**src/rtl/pfi_pkg.sv**
```systemverilog
package pfi_pkg;
  typedef enum logic [1:0] {
    FM_LOW   = 2'd0,
    FM_HIGH  = 2'd1,
    FM_FLIP  = 2'd2,
    FM_FLIP2 = 2'd3
  } fault_mode_e;

  localparam int SEQ_W = 16;

  function automatic logic [SEQ_W-1:0] seq_next(input logic [SEQ_W-1:0] s);
    return {s[SEQ_W-2:0], s[15] ^ s[13] ^ s[12] ^ s[10]};
  endfunction
endpackage

```
**src/rtl/pfi_timer.sv**
```systemverilog
module pfi_timer #(
  parameter int CNT_W = 16
) (
  input  logic             clk,
  input  logic             rst_n,
  input  logic             run,
  input  logic [CNT_W-1:0] width,
  input  logic [CNT_W-1:0] period,
  output logic             phase_start,
  output logic             window
);
  localparam logic [CNT_W-1:0] ONE = {{(CNT_W-1){1'b0}}, 1'b1};

  logic [CNT_W-1:0] ph;
  logic [CNT_W-1:0] period_eff;
  logic             last;

  always_comb begin
    period_eff  = (period == '0) ? ONE : period;
    last        = (ph == period_eff - ONE);
    phase_start = run && (ph == '0);
    window      = run && (width != '0) && ((width >= period_eff) || (ph < width));
  end

  always_ff @(posedge clk or negedge rst_n) begin
    if (!rst_n)      ph <= '0;
    else if (!run)   ph <= '0;
    else if (last)   ph <= '0;
    else             ph <= ph + ONE;
  end

  // phase stays inside the period
  a_r3_phase_in_range: assert property (@(posedge clk) disable iff (!rst_n)
    run |-> (ph < period_eff));

  // after the last phase a new period begins
  a_r3_wrap_to_start: assert property (@(posedge clk) disable iff (!rst_n)
    (run && $past(run) && $past(last)) |-> phase_start);
endmodule

```
**src/rtl/pfi_prob_gate.sv**
```systemverilog
module pfi_prob_gate
  import pfi_pkg::*;
#(
  parameter logic [SEQ_W-1:0] SEED = 16'hACE1
) (
  input  logic             clk,
  input  logic             rst_n,
  input  logic             run,
  input  logic             phase_start,
  input  logic             prob_en,
  input  logic [SEQ_W-1:0] threshold,
  output logic             gate
);
  logic [SEQ_W-1:0] seq;
  logic             hold;
  logic             fresh;

  always_comb begin
    fresh = !prob_en || (seq < threshold);
    gate  = phase_start ? fresh : hold;
  end

  always_ff @(posedge clk or negedge rst_n) begin
    if (!rst_n) begin
      seq  <= SEED;
      hold <= 1'b1;
    end else if (!run) begin
      seq  <= SEED;
      hold <= 1'b1;
    end else if (phase_start) begin
      seq  <= seq_next(seq);
      hold <= fresh;
    end
  end

  // the sequence never locks up at zero
  a_r8_seq_nonzero: assert property (@(posedge clk) disable iff (!rst_n)
    seq != '0);

  // the decision holds for the whole period
  a_r8_gate_per_period: assert property (@(posedge clk) disable iff (!rst_n)
    (run && $past(run) && !phase_start) |-> (gate == $past(gate)));
endmodule

```
**src/rtl/pfi_fault_mux.sv**
```systemverilog
module pfi_fault_mux
  import pfi_pkg::*;
(
  input  logic        sel,
  input  fault_mode_e mode,
  input  logic        din,
  output logic        dout
);
  logic fval;

  always_comb begin
    unique case (mode)
      FM_LOW:  fval = 1'b0;
      FM_HIGH: fval = 1'b1;
      default: fval = ~din;
    endcase
    dout = sel ? fval : din;
  end
endmodule

```
**src/rtl/pulse_fault_injector.sv**
```systemverilog
module pulse_fault_injector
  import pfi_pkg::*;
#(
  parameter int               CNT_W     = 16,
  parameter int               CNT_OUT_W = 32,
  parameter logic [SEQ_W-1:0] SEED      = 16'hACE1
) (
  input  logic                 clk,
  input  logic                 rst_n,
  input  logic                 enable,
  input  logic [CNT_W-1:0]     cfg_width,
  input  logic [CNT_W-1:0]     cfg_period,
  input  logic [1:0]           cfg_mode,
  input  logic                 cfg_prob_en,
  input  logic [SEQ_W-1:0]     cfg_threshold,
  input  logic                 cfg_ext_sel,
  input  logic                 ext_pulse_in,
  input  logic                 sig_in,
  output logic                 sig_out,
  output logic                 pulse_out,
  output logic [CNT_OUT_W-1:0] fault_count
);
  logic [CNT_W-1:0] width_q;
  logic [CNT_W-1:0] period_q;
  fault_mode_e      mode_q;
  logic             prob_en_q;
  logic [SEQ_W-1:0] thr_q;
  logic             ext_sel_q;

  logic phase_start;
  logic window;
  logic gate;
  logic local_pulse;
  logic sel;

  // configuration is frozen while running
  always_ff @(posedge clk or negedge rst_n) begin
    if (!rst_n) begin
      width_q   <= '0;
      period_q  <= '0;
      mode_q    <= FM_LOW;
      prob_en_q <= 1'b0;
      thr_q     <= '0;
      ext_sel_q <= 1'b0;
    end else if (!enable) begin
      width_q   <= cfg_width;
      period_q  <= cfg_period;
      mode_q    <= fault_mode_e'(cfg_mode);
      prob_en_q <= cfg_prob_en;
      thr_q     <= cfg_threshold;
      ext_sel_q <= cfg_ext_sel;
    end
  end

  pfi_timer #(.CNT_W(CNT_W)) u_timer (
    .clk         (clk),
    .rst_n       (rst_n),
    .run         (enable),
    .width       (width_q),
    .period      (period_q),
    .phase_start (phase_start),
    .window      (window)
  );

  pfi_prob_gate #(.SEED(SEED)) u_gate (
    .clk         (clk),
    .rst_n       (rst_n),
    .run         (enable),
    .phase_start (phase_start),
    .prob_en     (prob_en_q),
    .threshold   (thr_q),
    .gate        (gate)
  );

  always_comb begin
    local_pulse = window && gate;
    sel         = enable && (ext_sel_q ? ext_pulse_in : local_pulse);
    pulse_out   = local_pulse;
  end

  pfi_fault_mux u_mux (
    .sel  (sel),
    .mode (mode_q),
    .din  (sig_in),
    .dout (sig_out)
  );

  always_ff @(posedge clk or negedge rst_n) begin
    if (!rst_n)   fault_count <= '0;
    else if (sel) fault_count <= fault_count + 1'b1;
  end

  // idle selector passes the line
  a_r2_idle_pass: assert property (@(posedge clk) disable iff (!rst_n)
    !sel |-> (sig_out == sig_in));

  // nothing is forwarded while disabled
  a_r9_quiet_when_off: assert property (@(posedge clk) disable iff (!rst_n)
    !enable |-> !pulse_out);

  // zero width never corrupts
  a_r4_zero_width: assert property (@(posedge clk) disable iff (!rst_n)
    (enable && width_q == '0 && !ext_sel_q) |-> (sig_out == sig_in));

  // width at least period keeps the window open
  a_r5_continuous: assert property (@(posedge clk) disable iff (!rst_n)
    (enable && width_q != '0 && width_q >= period_q && !prob_en_q) |-> pulse_out);

  // stuck-at modes force the level
  a_r6_stuck_high: assert property (@(posedge clk) disable iff (!rst_n)
    (sel && mode_q == FM_HIGH) |-> sig_out);

  // counter steps once per corrupted cycle
  a_r10_count_step: assert property (@(posedge clk) disable iff (!rst_n)
    sel |=> (fault_count == $past(fault_count) + 1'b1));

  a_r10_count_hold: assert property (@(posedge clk) disable iff (!rst_n)
    !sel |=> $stable(fault_count));
endmodule

```
**config.mk**
```make
export PLATFORM = sky130hd
export DESIGN_NAME = pulse_fault_injector
export DESIGN_NICKNAME = d
export VERILOG_FILES = /design/src/rtl/pfi_pkg.sv /design/src/rtl/pfi_timer.sv /design/src/rtl/pfi_prob_gate.sv /design/src/rtl/pfi_fault_mux.sv /design/src/rtl/pulse_fault_injector.sv
export SDC_FILE = /design/constraint.sdc
export NUM_CORES = 1
export LEC_CHECK = 0
export BUFFER_PORTS_ARGS = -buffer_cell sky130_fd_sc_hd__buf_2
export CORE_ASPECT_RATIO = 0.9
export CORE_UTILIZATION = 63
export DETAILED_ROUTE_END_ITERATION = 10
export PLACE_DENSITY = 0.84
export RECOVER_POWER = 50
export SYNTH_ARGS = -nofsm -noshare
export SYNTH_HDL_FRONTEND = slang
export SYNTH_SLANG_ARGS = --single-unit
```
**constraint.sdc**
```tcl
create_clock -name clk -period 12.5 [get_ports clk]
set_clock_uncertainty 0.15 [all_clocks]
set_input_delay 2.5 -clock clk [delete_from_list [all_inputs] [get_ports clk]]
set_output_delay 2.5 -clock clk [all_outputs]
set_load 0.005 [all_outputs]
```
# Word-level counts from Yosys, hierarchy flattened
# Index checks and enable logic that the tools add are counted.
[word_totals]
regBits = 117
input_bits = 57
word_cells = 45
[op_classes]
addsub = 3
magnitude_cmp = 3
n_eq_ne = 3
n_mux = 10
bitwise_logic = 4
n_reduce_logical = 12
[op_table]
columns = ["cell", "n"]
rows = [
  ["16-bit two-way mux", 5],
  ["32-bit by 1-bit adder with 32-bit output (second input constant)", 1],
  ["16-bit zero test", 2],
  ["16-bit less-than comparator", 2],
  ["16-bit by 1-bit adder with 16-bit output (second input constant)", 1],
  ["16-bit equality test", 1],
  ["16-bit >= comparator", 1],
  ["16-bit nonzero test", 1],
  ["16-bit by 1-bit subtractor with 16-bit output (second input constant)", 1],
  ["1-bit logical AND", 5],
  ["1-bit two-way mux", 4],
  ["1-bit XOR", 3],
  ["2-bit by 1-bit equality test with 1-bit output (second input constant)", 1],
  ["2-bit zero test", 1],
  ["1-bit logical OR", 2],
  ["2-bit by 1-bit != test with 1-bit output (second input constant)", 1],
  ["1-bit case mux with 2 select lines", 1],
  ["1-bit zero test", 1],
  ["1-bit NOT", 1],
]

# Longest topological paths before layout
# Gate-level depths: netlist of the first run.
[depth]
word_depth = 9
mapped_depth = 15
ltp_nobuf = 14

# By module
# Synthesis of the first run repeated with hierarchy kept, for this count alone.
[hier_totals]
hier_cells = 708
area_unflattened_um2 = 7333.3
[by_module_without_submodules]
columns = ["module", "instances", "cells_per_inst", "area_per_inst_um2"]
rows = [
  ["pulse_fault_injector", 1, 248, 3463.3],
  ["pfi_timer", 1, 346, 2655.0],
  ["pfi_prob_gate", 1, 110, 1184.9],
  ["pfi_fault_mux", 1, 4, 30.0],
]

# Least setup slack after synthesis of the first run
# No wires, ideal clock.
[synth_timing]
path_kind = "input port to output port"
start = "input port enable"
end = "output port sig_out"
arrival_time_ps = 3859
setup_slack_ps = 5991
path_stages = 7
path_cell_list = "clkbuf_1 nand2_1 a2111oi_0 a32o_1 buf_2 a21oi_1 a31oi_1"
[synth_between]
elab_chain_len = 6
[synth_lines]
columns = ["item", "line", "text"]
rows = [
  ["start: declaration", "pulse_fault_injector.sv:10", "input logic enable,"],
  ["1-bit logical AND (on tied branches)", "pfi_timer.sv:21, pfi_timer.sv:22", ""],
  ["1-bit two-way mux or 1-bit logical AND (tied branches)", "pfi_prob_gate.sv:20, pfi_timer.sv:22", ""],
  ["1-bit logical AND", "pulse_fault_injector.sv:76", "local_pulse = window && gate;"],
  ["1-bit two-way mux", "pulse_fault_injector.sv:77", "sel = enable && (ext_sel_q ? ext_pulse_in : local_pulse);"],
  ["1-bit logical AND *", "pulse_fault_injector.sv:77", ""],
  ["1-bit two-way mux *", "pfi_fault_mux.sv:17", "dout = sel ? fval : din;"],
  ["end: declaration", "pulse_fault_injector.sv:19", "output logic sig_out,"],
]
# Mark *: on every way between the ends. The rest lies on a longest branch, timed or not.

# Worst setup path after layout of the first run
# Same ends and word-level chain as after synthesis.

==> metrics.md, run 1 <==
| Metric | Value |
|---|---|
| # hold bufs at CTS | 0 |
| Critical Path RT | 9850 ps |
| Register bit total from synthesis | 117 |
| Grt total ovfl | 0 |
| RSZ-0062 raised after global routing | false |
| Crit path top cell by count | buf_2 |
| Layout area overhead | 16.76% |
| Static leakage | 3.823 nW |
| Fill cells | 650 |
| Synth cell types | 53 |
| Worst EP arrival | 6920 ps |
| Worst rel slew slack | -146.5% |
| DR DRC count | 0 |
| Final net count | between 800 and 900 |
| DP Worst Slack | 5094 ps |
| Row count | 35 |
| Final hold vios | 0 |
| Worst Setup Start Kind | input pin |
| Die X | about 110 um |
| Worst hold endpoint | fault_count[31] |
| Reg2Reg Setup Slack | 7840 ps |
| Initial Util | 64.94% |
| Core area | between 0.01 and 0.015 mm2 |
| Resize count post-CTS | 0 |
| Worst R2R Start | period_q[3] |
| Fmax | 104.5 MHz |
| Final WL | 15.43 mm |
| Most frequent cells in the layout | 108 x dfrtp_1, 86 x buf_2, 53 x mux2_2, 52 x inv_1, 50 x ha_1 |
| Crit path capture type | output pin |
| Synthesis Warnings | 0 |
| Vias in the first global route | 5155 |
| Worst-path clk slew | 60 ps |
| Synth async-reset ratio | 100.0% |
| Post-synth EDFFs | 0 |
| Final Critical Period | ~9600 ps |
| Main synth FF type | dfrtp_1 |
| Number of nets with antenna violations after routing | 0 |
| VDD IR max | 124.3 uV |
| Crit share post-route | about three quarters |
| Clk Latency, worst-skew pair | 410 ps |
| # Max-Cap Violations | 2 |
| Post-CTS Setup Inserts | 0 |
| Power per cell area | ~140 mW/mm2 |
| Slew Limit Fails | roughly 140 |
| Die Y | 99.71 um |
| ANT cells | 0 |
| Failing checks | capacitance limit, slew limit |
| Worst-path cell chain | buf_2 -> clkbuf_1 -> nand2_1 -> a2111oi_0 -> a32o_1 -> buf_4 -> a21oi_1 -> a31oi_1 -> buf_2 |
| First-pass GRT wire length | 25.37 mm |
| CP max-delay cell | clkbuf_1 |
| Mapped Area | 0.006683 mm2 |
| CTS Buf Count | 17 |
| Share of cells above drive strength 1 | 26.02% |
| CP Class | in -> out |
| Port Buffers | 90 |
| Final HPWL DP | roughly 11 mm |
| Largest stage delay on the critical path | 2590 ps |
| Setup-failing EPs final | 0 |
| Hold Path Class | reg -> reg |
| R2r endpoint | fault_count[30] |
| Initial antenna violation count | 0 |
| Most common cell after layout, fill and taps aside | dfrtp_1 |
| RePlAce Congestion | 0.9085 |
| Worst hold start | fault_count[31] |
| Syn nets | 739 |
| Syn Inst Count | 632 |
| Clk buf depth | 2 |
| CTS tree | yes |
| IO Pins | 91 |
| Vias | 5158 |
| Hold depth | 1 |
| Clock root cell | clkbuf_16 |
| CTS Sinks | 117 |
| Tot GR Track Use | 29.53% |
| Final instance area | around 0.0078 mm2 |
| Largest net degree at the start of global routing | 75 |
| Final setup TNS | 0 ps |
| DR iter-0 viols | 318 |
| Status | finished with violations |
| DR vias/cell | between 5 and 6 |
| Routed len/inst | 17.88 um |
| Drt pass-1 iters | 7 |
| Worst-Margin Slew | 3698 ps |
| Pwr Total | 1.131 mW |
| Sequential share of the synthesized area | 43.98% |
| Post-route setup slack | 2934 ps |
| CP max FO | 74 |
| DP Area | 0.007223 mm2 |
| Die area | 0.01102 mm2 |
| Synth Area per Inst | around 11 um2 |
| H-tree depth | 4 |
| Reg2Reg Depth | 15 |
-- cell families after synthesis --
| family | share of synthesized area (%) |
|---|---|
| buffers and inverters | 4.475 |
| DFF | 43.98 |
| xor gates and xnor gates | 8.781 |
| muxes | 11.33 |
| adders and majority gates | 9.362 |
| AOI/OAI and AO/OA | 5.804 |
| and+or+nand+nor | 16.27 |
-- registers in the layout, indices dropped and copies added (netlist names) --
name and cells:
fault_count 32, period_q 16, thr_q 16, u_gate.seq 16, u_timer.ph 16, width_q 16, mode_q 2, ext_sel_q 1
prob_en_q 1, u_gate.hold 1
-- stage by stage --
| stage | util, % | hold slack (ps) | instances |
|---|---|---|---|
| finish | 75.82 | 316.5 | 863 |
| global route | 75.82 | 350.3 | 863 |
| CTS | 75.93 | 314.4 | 863 |
| detailed placement | 70.19 | 302.5 | 831 |
| global placement | 70.19 | 305.2 | 831 |
| floorplan | - | 297.1 | 632 |
-- worst max path at each step --
| stage | from | endpoint | depth (start not counted) |
|---|---|---|---|
| after floorplan | enable | sig_out | 7 |
| after global placement | enable | sig_out | 9 |
| after detailed placement | enable | sig_out | 9 |
| after CTS | enable | sig_out | 9 |
| after global routing | enable | sig_out | 9 |
| final | enable | sig_out | 9 |
-- synth_stat cells (all sizes together), types with 9 or more instances --
master / count / area share, %
clkbuf: 12 / 0.67
nand3: 25 / 1.9
o21ai: 11 / 0.82
dfstp: 9 / 3.5
mux2: 53 / 8.9
xor2: 19 / 2.5
nor2b: 10 / 0.94
mux2i: 16 / 2.4
nand4: 28 / 2.6
nor2: 33 / 1.9
nor4: 10 / 1.0
buf: 12 / 0.88
and3: 24 / 2.3
xnor2: 48 / 6.3
dfrtp: 108 / 40
inv: 52 / 2.9
a21oi: 16 / 1.2
ha: 50 / 9.4
nand2: 30 / 1.7
-- power by group --
| group | switching (mW) | internal (mW) | leakage (nW) | total, mW |
|---|---|---|---|---|
| clock | 0.171 | 0.313 | 0.285 | 0.484 |
| sequential | 0.0505 | 0.415 | 1.47 | 0.465 |
| combinational | 0.0943 | 0.0878 | 2.07 | 0.182 |
| total | 0.316 | 0.815 | 3.82 | 1.13 |
-- worst max-delay path, delay by kind of cell --
kind | cells | cell delay (ps)
AOI/OAI and AO/OA | 4 | 1030
buffers and inverters | 4 | 3130
and+or+nand+nor | 1 | 230
-- cell type report --
| type | instances | area (um2) | area share, % |
|---|---|---|---|
| tap | 129 | 161.4 | 2.069 |
| timing repair buffer | 94 | 471.7 | 6.046 |
| clock inverter | 9 | 102.6 | 1.315 |
| inverter | 52 | 195.2 | 2.502 |
| sequential | 117 | 2939 | 37.67 |
| clock buffer | 23 | 488.0 | 6.254 |
| multi-input combinational | 439 | 3445 | 44.15 |
-- routing by layer --
layer | share of wire, % | vias up | wire, um | track usage [%]
li1 | - | 2403 | - | -
met1 | 45 | 2535 | 6913 | 39.52
met2 | 48 | 194 | 7403 | 47.83
met3 | 5.6 | 26 | 866 | 7.191
met4 | 1.6 | 0 | 248 | 9.231
met5 | 0 | - | 0 | 0
Power figures use the tool's default switching activity.
==> run 2: changes to the inputs <==
Settings changed: CORE_UTILIZATION 63 to 53, PLACE_DENSITY 0.84 to 0.75.
Clock period 12.5 ns to 8 ns, I/O delays scaled along.
==> run 2 against run 1 <==
  * The run still ends with capacitance limit, slew limit left
  * First-iteration DRC count increased by 15%
  * Clock power grew 57%
  * Power grew 56%
  * Hold slack better by 17 ps
  * Final cell count increased by 3.5%
  * Sequential share of layout area shrank 0.23 points
==> metrics.md, run 2 (synthesis gave the netlist of run 1 again) <==
| Metric | Value |
|---|---|
| Number of flip-flops in the largest register | 32 |
| CTS Buf Count | 17 |
| Initial antenna violation count | 0 |
| CTS Sinks | 117 |
| Die area | around 0.013 mm2 |
| Most frequent cells in the layout | 108 x dfrtp_1, 87 x buf_2, 53 x mux2_2, 52 x inv_1, 50 x ha_1 |
| CP max-delay cell | a2111oi_0 |
| Initial Util | 54.90% |
| Biggest register | fault_count |
| Die X | 120.4 um |
| Static leakage | ~3.8 nW |
| CP top delay family | compound AO/OA/AOI/OAI gates |
| CTS tree | yes |
| Clk Latency, worst-skew pair | 420 ps |
| Row count | 38 |
| Final setup TNS | 0 ps |
| Worst-path clk slew | 60 ps |
| Worst-Margin Slew | 3747 ps |
| Port Buffers | 90 |
| Clock root cell | clkbuf_16 |
| Largest stage delay on the critical path | 530 ps |
| Worst hold start | fault_count[22] |
| Worst Setup Start Kind | flop |
| Power per cell area | ~230 mW/mm2 |
| Fmax | 156.7 MHz |
| Resize count post-CTS | 0 |
| Tot GR Track Use | 25.58% |
| DR iter-0 viols | 365 |
| Final instance area | 0.007851 mm2 |
| CP max FO | 34 |
| Post-CTS Setup Inserts | 0 |
| Layout Cells excl Fill | 893 |
| Crit path buffers/inverters | 3 |
| Vias | 5032 |
| Final HPWL DP | 11.03 mm |
| # placed instances | 862 |
| Vias in the first global route | 5055 |
| Layout area overhead | 17.49% |
| Status | finished with violations |
| DR DRC count | 0 |
| Routed len/inst | 17.39 um |
| DR vias/cell | 5.635 |
| Setup-failing EPs final | 0 |
| Hold Path Class | reg -> reg |
| First-pass GRT wire length | approximately 25 mm |
| Post-route setup slack | 1620 ps |
| Worst-path cell chain | or3_4 -> or4_4 -> nor4_1 -> nor2_1 -> inv_1 -> ha_1 -> nand2b_1 -> a2111oi_0 -> a2111oi_0 -> a2111oi_0 -> o211ai_1 -> a32o_1 -> buf_4 -> a21oi_1 -> a31oi_1 -> buf_2 |
| Grt total ovfl | 0 |
| VDD IR max | 157.5 uV |
| # Max-Cap Violations | 1 |
| DP Area | 0.007262 mm2 |
| R2r endpoint | fault_count[29] |
| Worst hold endpoint | fault_count[22] |
| IO Pins | between 90 and 100 |
| Crit path top cell by count | a2111oi_0 |
| # hold bufs at CTS | 0 |
| Slew Limit Fails | 69 |
| Final Util | 64.50% |
| Largest net degree at the start of global routing | 73 |
| Worst R2R Start | period_q[3] |
| Final net count | 828 |
| Core area | 0.01217 mm2 |
| Drt pass-1 iters | 4 |
| ANT cells | 0 |
| Failing checks | capacitance limit, slew limit |
| Pwr Total | 1.767 mW |
| Clk buf depth | 2 |
| RSZ-0062 raised after global routing | false |
| CP Class | reg -> out |
| Die Y | 108.5 um |
| Number of nets with antenna violations after routing | 0 |
| Share of cells above drive strength 1 | 26.33% |
| Crit path capture type | output pin |
| Reg2Reg Depth | 15 |
| DP Worst Slack | about 2100 ps |
| H-tree depth | 4 |
| Critical Path RT | 6250 ps |
| Reg2Reg Setup Slack | 3500 ps |
| Worst EP arrival | 4630 ps |
| Hold depth | 1 |
| Crit share post-route | approximately four fifths |
| Final WL | 15.53 mm |
| Final hold vios | 0 |
| RePlAce Congestion | 0.9278 |
| Worst rel slew slack | -149.8% |
| Most common cell after layout, fill and taps aside | dfrtp_1 |
| Final Critical Period | around 6400 ps |
| Hold_ws | 333.6 ps |
[run 2: changes by cell type in the layout (fill, tap and decap cells not counted), sizes merged]
cell / previous run / this run
clkbuf: 28 / 26
clkinv: 4 / 3
buf: 89 / 91
[run 2: worst max path at each step]
stage / slack [ps] / cells past startpoint / endpoint / start
final: 1620 / 16 / sig_out / period_q[3]
after global routing: 1300 / 16 / sig_out / period_q[3]
after CTS: 1620 / 16 / sig_out / period_q[3]
after detailed placement: 2100 / 16 / sig_out / period_q[3]
after global placement: 2200 / 16 / sig_out / period_q[3]
after floorplan: 2700 / 14 / sig_out / period_q[3]
[run 2: per-layer routing]
layer,GRT usage [%],up-vias,share of wire (%)
li1,-,2401,-
met1,34.50,2454,46
met2,38.96,153,45
met3,7.278,24,6.7
met4,10.23,0,1.7
met5,0,-,0
[run 2: layout make-up]
type / count / area [um2]
Sequential cell: 117 / 2939
Timing Repair Buffer: 94 / 476.7
Multi-Input combinational cell: 439 / 3445
Tap cell: 160 / 200.2
Clock buffer: 23 / 498.0
Clock inverter: 8 / 97.59
Fill cell: 969 / 4320
Inverter: 52 / 195.2
[run 2: worst reg2reg max path, stage by stage (launching register included)]
cell	delay [ps]
dfrtp_1	420
or3_4	420
or4_4	440
nor4_1	270
nor2_1	90
inv_1	90
ha_1	220
nand2b_1	140
a2111oi_0	380
a2111oi_0	150
a2111oi_0	530
o211ai_1	220
a32o_1	240
buf_4	240
nor3b_1	210
xor2_1	160
[run 2: power breakdown]
part           total, mW  switching (mW)  leakage (nW)  internal (mW)
clock network      0.758           0.262         0.287          0.495
registers          0.726          0.0781          1.47          0.648
logic              0.283           0.148          2.08          0.135
total               1.77           0.488          3.84           1.28
==> run 3: changes to the inputs <==
Settings changed: CORE_UTILIZATION 53 to 58, PLACE_DENSITY 0.75 to 0.78.
Clock period 8 ns to 6.5 ns, I/O delays scaled along.
==> run 3 against run 2 <==
  * Cell area is 0.53% higher
  * Clock-buffer cell count up 2
  * Via count rose by 2.2%
  * Highest routed layer is now met5
  * Flip-flop and latch count unchanged
  * Core utilization rose by 7.0 points
  * Largest power group unchanged
  * Sequential power increased by 23%
  * Hold slack gained 3.2 ps
  * Critical endpoint unchanged
  * The run still ends with capacitance limit, slew limit left
  * Clock power rose by 36%
  * Worst setup slack worse by 1200 ps
  * Non-clock buffer count unchanged
  * First-iteration DRC count fell by 13%
==> metrics.md, run 3 (synthesis gave the netlist of run 1 again) <==
| Metric | Value |
|---|---|
| Largest net degree at the start of global routing | 68 |
| DP Worst Slack | around 840 ps |
| Status | finished with violations |
| Most frequent cells in the layout | 108 x dfrtp_1, 84 x buf_2, 52 x inv_1, 52 x mux2_2, 50 x ha_1 |
| Final hold vios | 0 |
| Grt total ovfl | 0 |
| DR iter-0 viols | 316 |
| Number of nets with antenna violations after routing | 0 |
| Final Critical Period | 6099 ps |
| H-tree depth | 4 |
| Port Buffers | 90 |
| Clock root cell | clkbuf_16 |
| Final HPWL DP | 10.75 mm |
| Static leakage | 3.852 nW |
| DR DRC count | 0 |
| CTS tree | yes |
| Post-CTS Setup Inserts | 0 |
| Most common cell after layout, fill and taps aside | dfrtp_1 |
| # hold bufs at CTS | 0 |
| Resize count post-CTS | 0 |
| Number of flip-flops in the largest register | 32 |
| Core area | 0.01104 mm2 |
| Crit path buffers/inverters | 3 |
| Vias in the first global route | approximately 5200 |
| Final net count | 828 |
| RSZ-0062 raised after global routing | false |
| First-pass GRT wire length | 25.45 mm |
| Die Y | about 100 um |
| Initial antenna violation count | 1 |
| Biggest register | fault_count |
| Setup-failing EPs final | 0 |
| # Max-Cap Violations | 3 |
| Final setup TNS | 0 ps |
| Routed len/inst | 17.47 um |
| Tot GR Track Use | around 28% |
| DR vias/cell | 5.804 |
| Drt pass-1 iters | 4 |
| Final instance area | 0.007893 mm2 |
| ANT cells | 0 |
| Critical Path RT | 5050 ps |
| CP top delay family | compound AO/OA/AOI/OAI gates |
| CTS Sinks | about 120 |
| Worst-path cell chain | or3_4 -> or4_4 -> nor4_1 -> nor2_1 -> inv_1 -> ha_1 -> nand2b_1 -> a2111oi_0 -> a2111oi_0 -> a2111oi_0 -> o211ai_1 -> a32o_1 -> buf_4 -> a21oi_1 -> a31oi_1 -> buf_2 |
| Clk Latency, worst-skew pair | about 410 ps |
| Die X | 115.1 um |
| Worst-Margin Slew | 2687 ps |
| IO Pins | 91 |
| RePlAce Congestion | roughly 0.94 |
| CTS Buf Count | 17 |
| Share of cells above drive strength 1 | between 20% and 30% |
| Layout area overhead | 18.11% |
| Hold Path Class | reg -> reg |
| Final WL | 15.48 mm |
| Largest stage delay on the critical path | 510 ps |
| Slew Limit Fails | 163 |
| Final Util | 71.52% |
| Worst EP arrival | around 4700 ps |
| Failing checks | capacitance limit, slew limit |
| Fmax | 163.9 MHz |
| Worst rel slew slack | -79.14% |
| Worst-path clk slew | 50 ps |
| Die area | 0.01196 mm2 |
| Vias | 5142 |
| CP max FO | 34 |
| Worst Setup Start Kind | flop |
| CP max-delay cell | a2111oi_0 |
| Post-route setup slack | 400.5 ps |
| Crit path top cell by count | a2111oi_0 |
| Crit path capture type | output pin |
| DP Area | between 0.007 and 0.008 mm2 |
| CP Class | reg -> out |
| Initial Util | 60.56% |
| VDD IR max | 213.9 uV |
| Crit share post-route | 93.84% |
| Clk buf depth | 2 |
| Row count | 36 |
| Power per cell area | 287.6 mW/mm2 |
## run 3: changes by cell type in the layout (fill, tap and decap cells not counted), sizes merged
cell and change:
bufinv +2, buf -5, clkinvlp -2, clkinv -1
clkbuf +7
## run 3: per-stage QoR
stage / hold WS, ps / instances / power (mW)
after floorplan: 297.1 / 632 / 1.118
after global placement: 302.3 / 854 / 1.228
after detailed placement: 319.3 / 854 / 1.246
after CTS: 336.7 / 886 / 2.285
after global routing: 356.9 / 886 / 2.365
final: 336.7 / 886 / 2.270
## run 3: layout make-up
type | instances | area, um2
tap | 152 | 190.2
sequential | 117 | 2939
clock buffer | 25 | 515.5
timing repair buffer | 94 | 466.7
clock inverter | 7 | 141.4
fill | 803 | 3143
multi-input combinational | 439 | 3445
inverter | 52 | 195.2
## run 3: power by group
group          internal, mW  switching [mW]  total [mW]  leakage, nW
clock                 0.703           0.323        1.03        0.320
sequential            0.797          0.0956       0.893         1.47
combinational         0.167           0.184       0.351         2.07
## run 3: final timing paths
kind | end | startpoint | slack (ps) | cells past startpoint
max | sig_out | period_q[3] | 400 | 16
min | fault_count[23] | fault_count[23] | 340 | 1
max reg2reg | fault_count[31] | period_q[3] | 1970 | 15
min reg2reg | fault_count[23] | fault_count[23] | 340 | 1
max in group asynchronous | width_q[6] | rst_n | 1850 | 2
min in group asynchronous | thr_q[2] | rst_n | 1590 | 1
## run 3: per-layer routing
layer  GRT usage [%]  wire [um]
met5               0         10
met4           8.256        250
met3           8.426        998
met2           43.46       7365
met1           37.33       6853
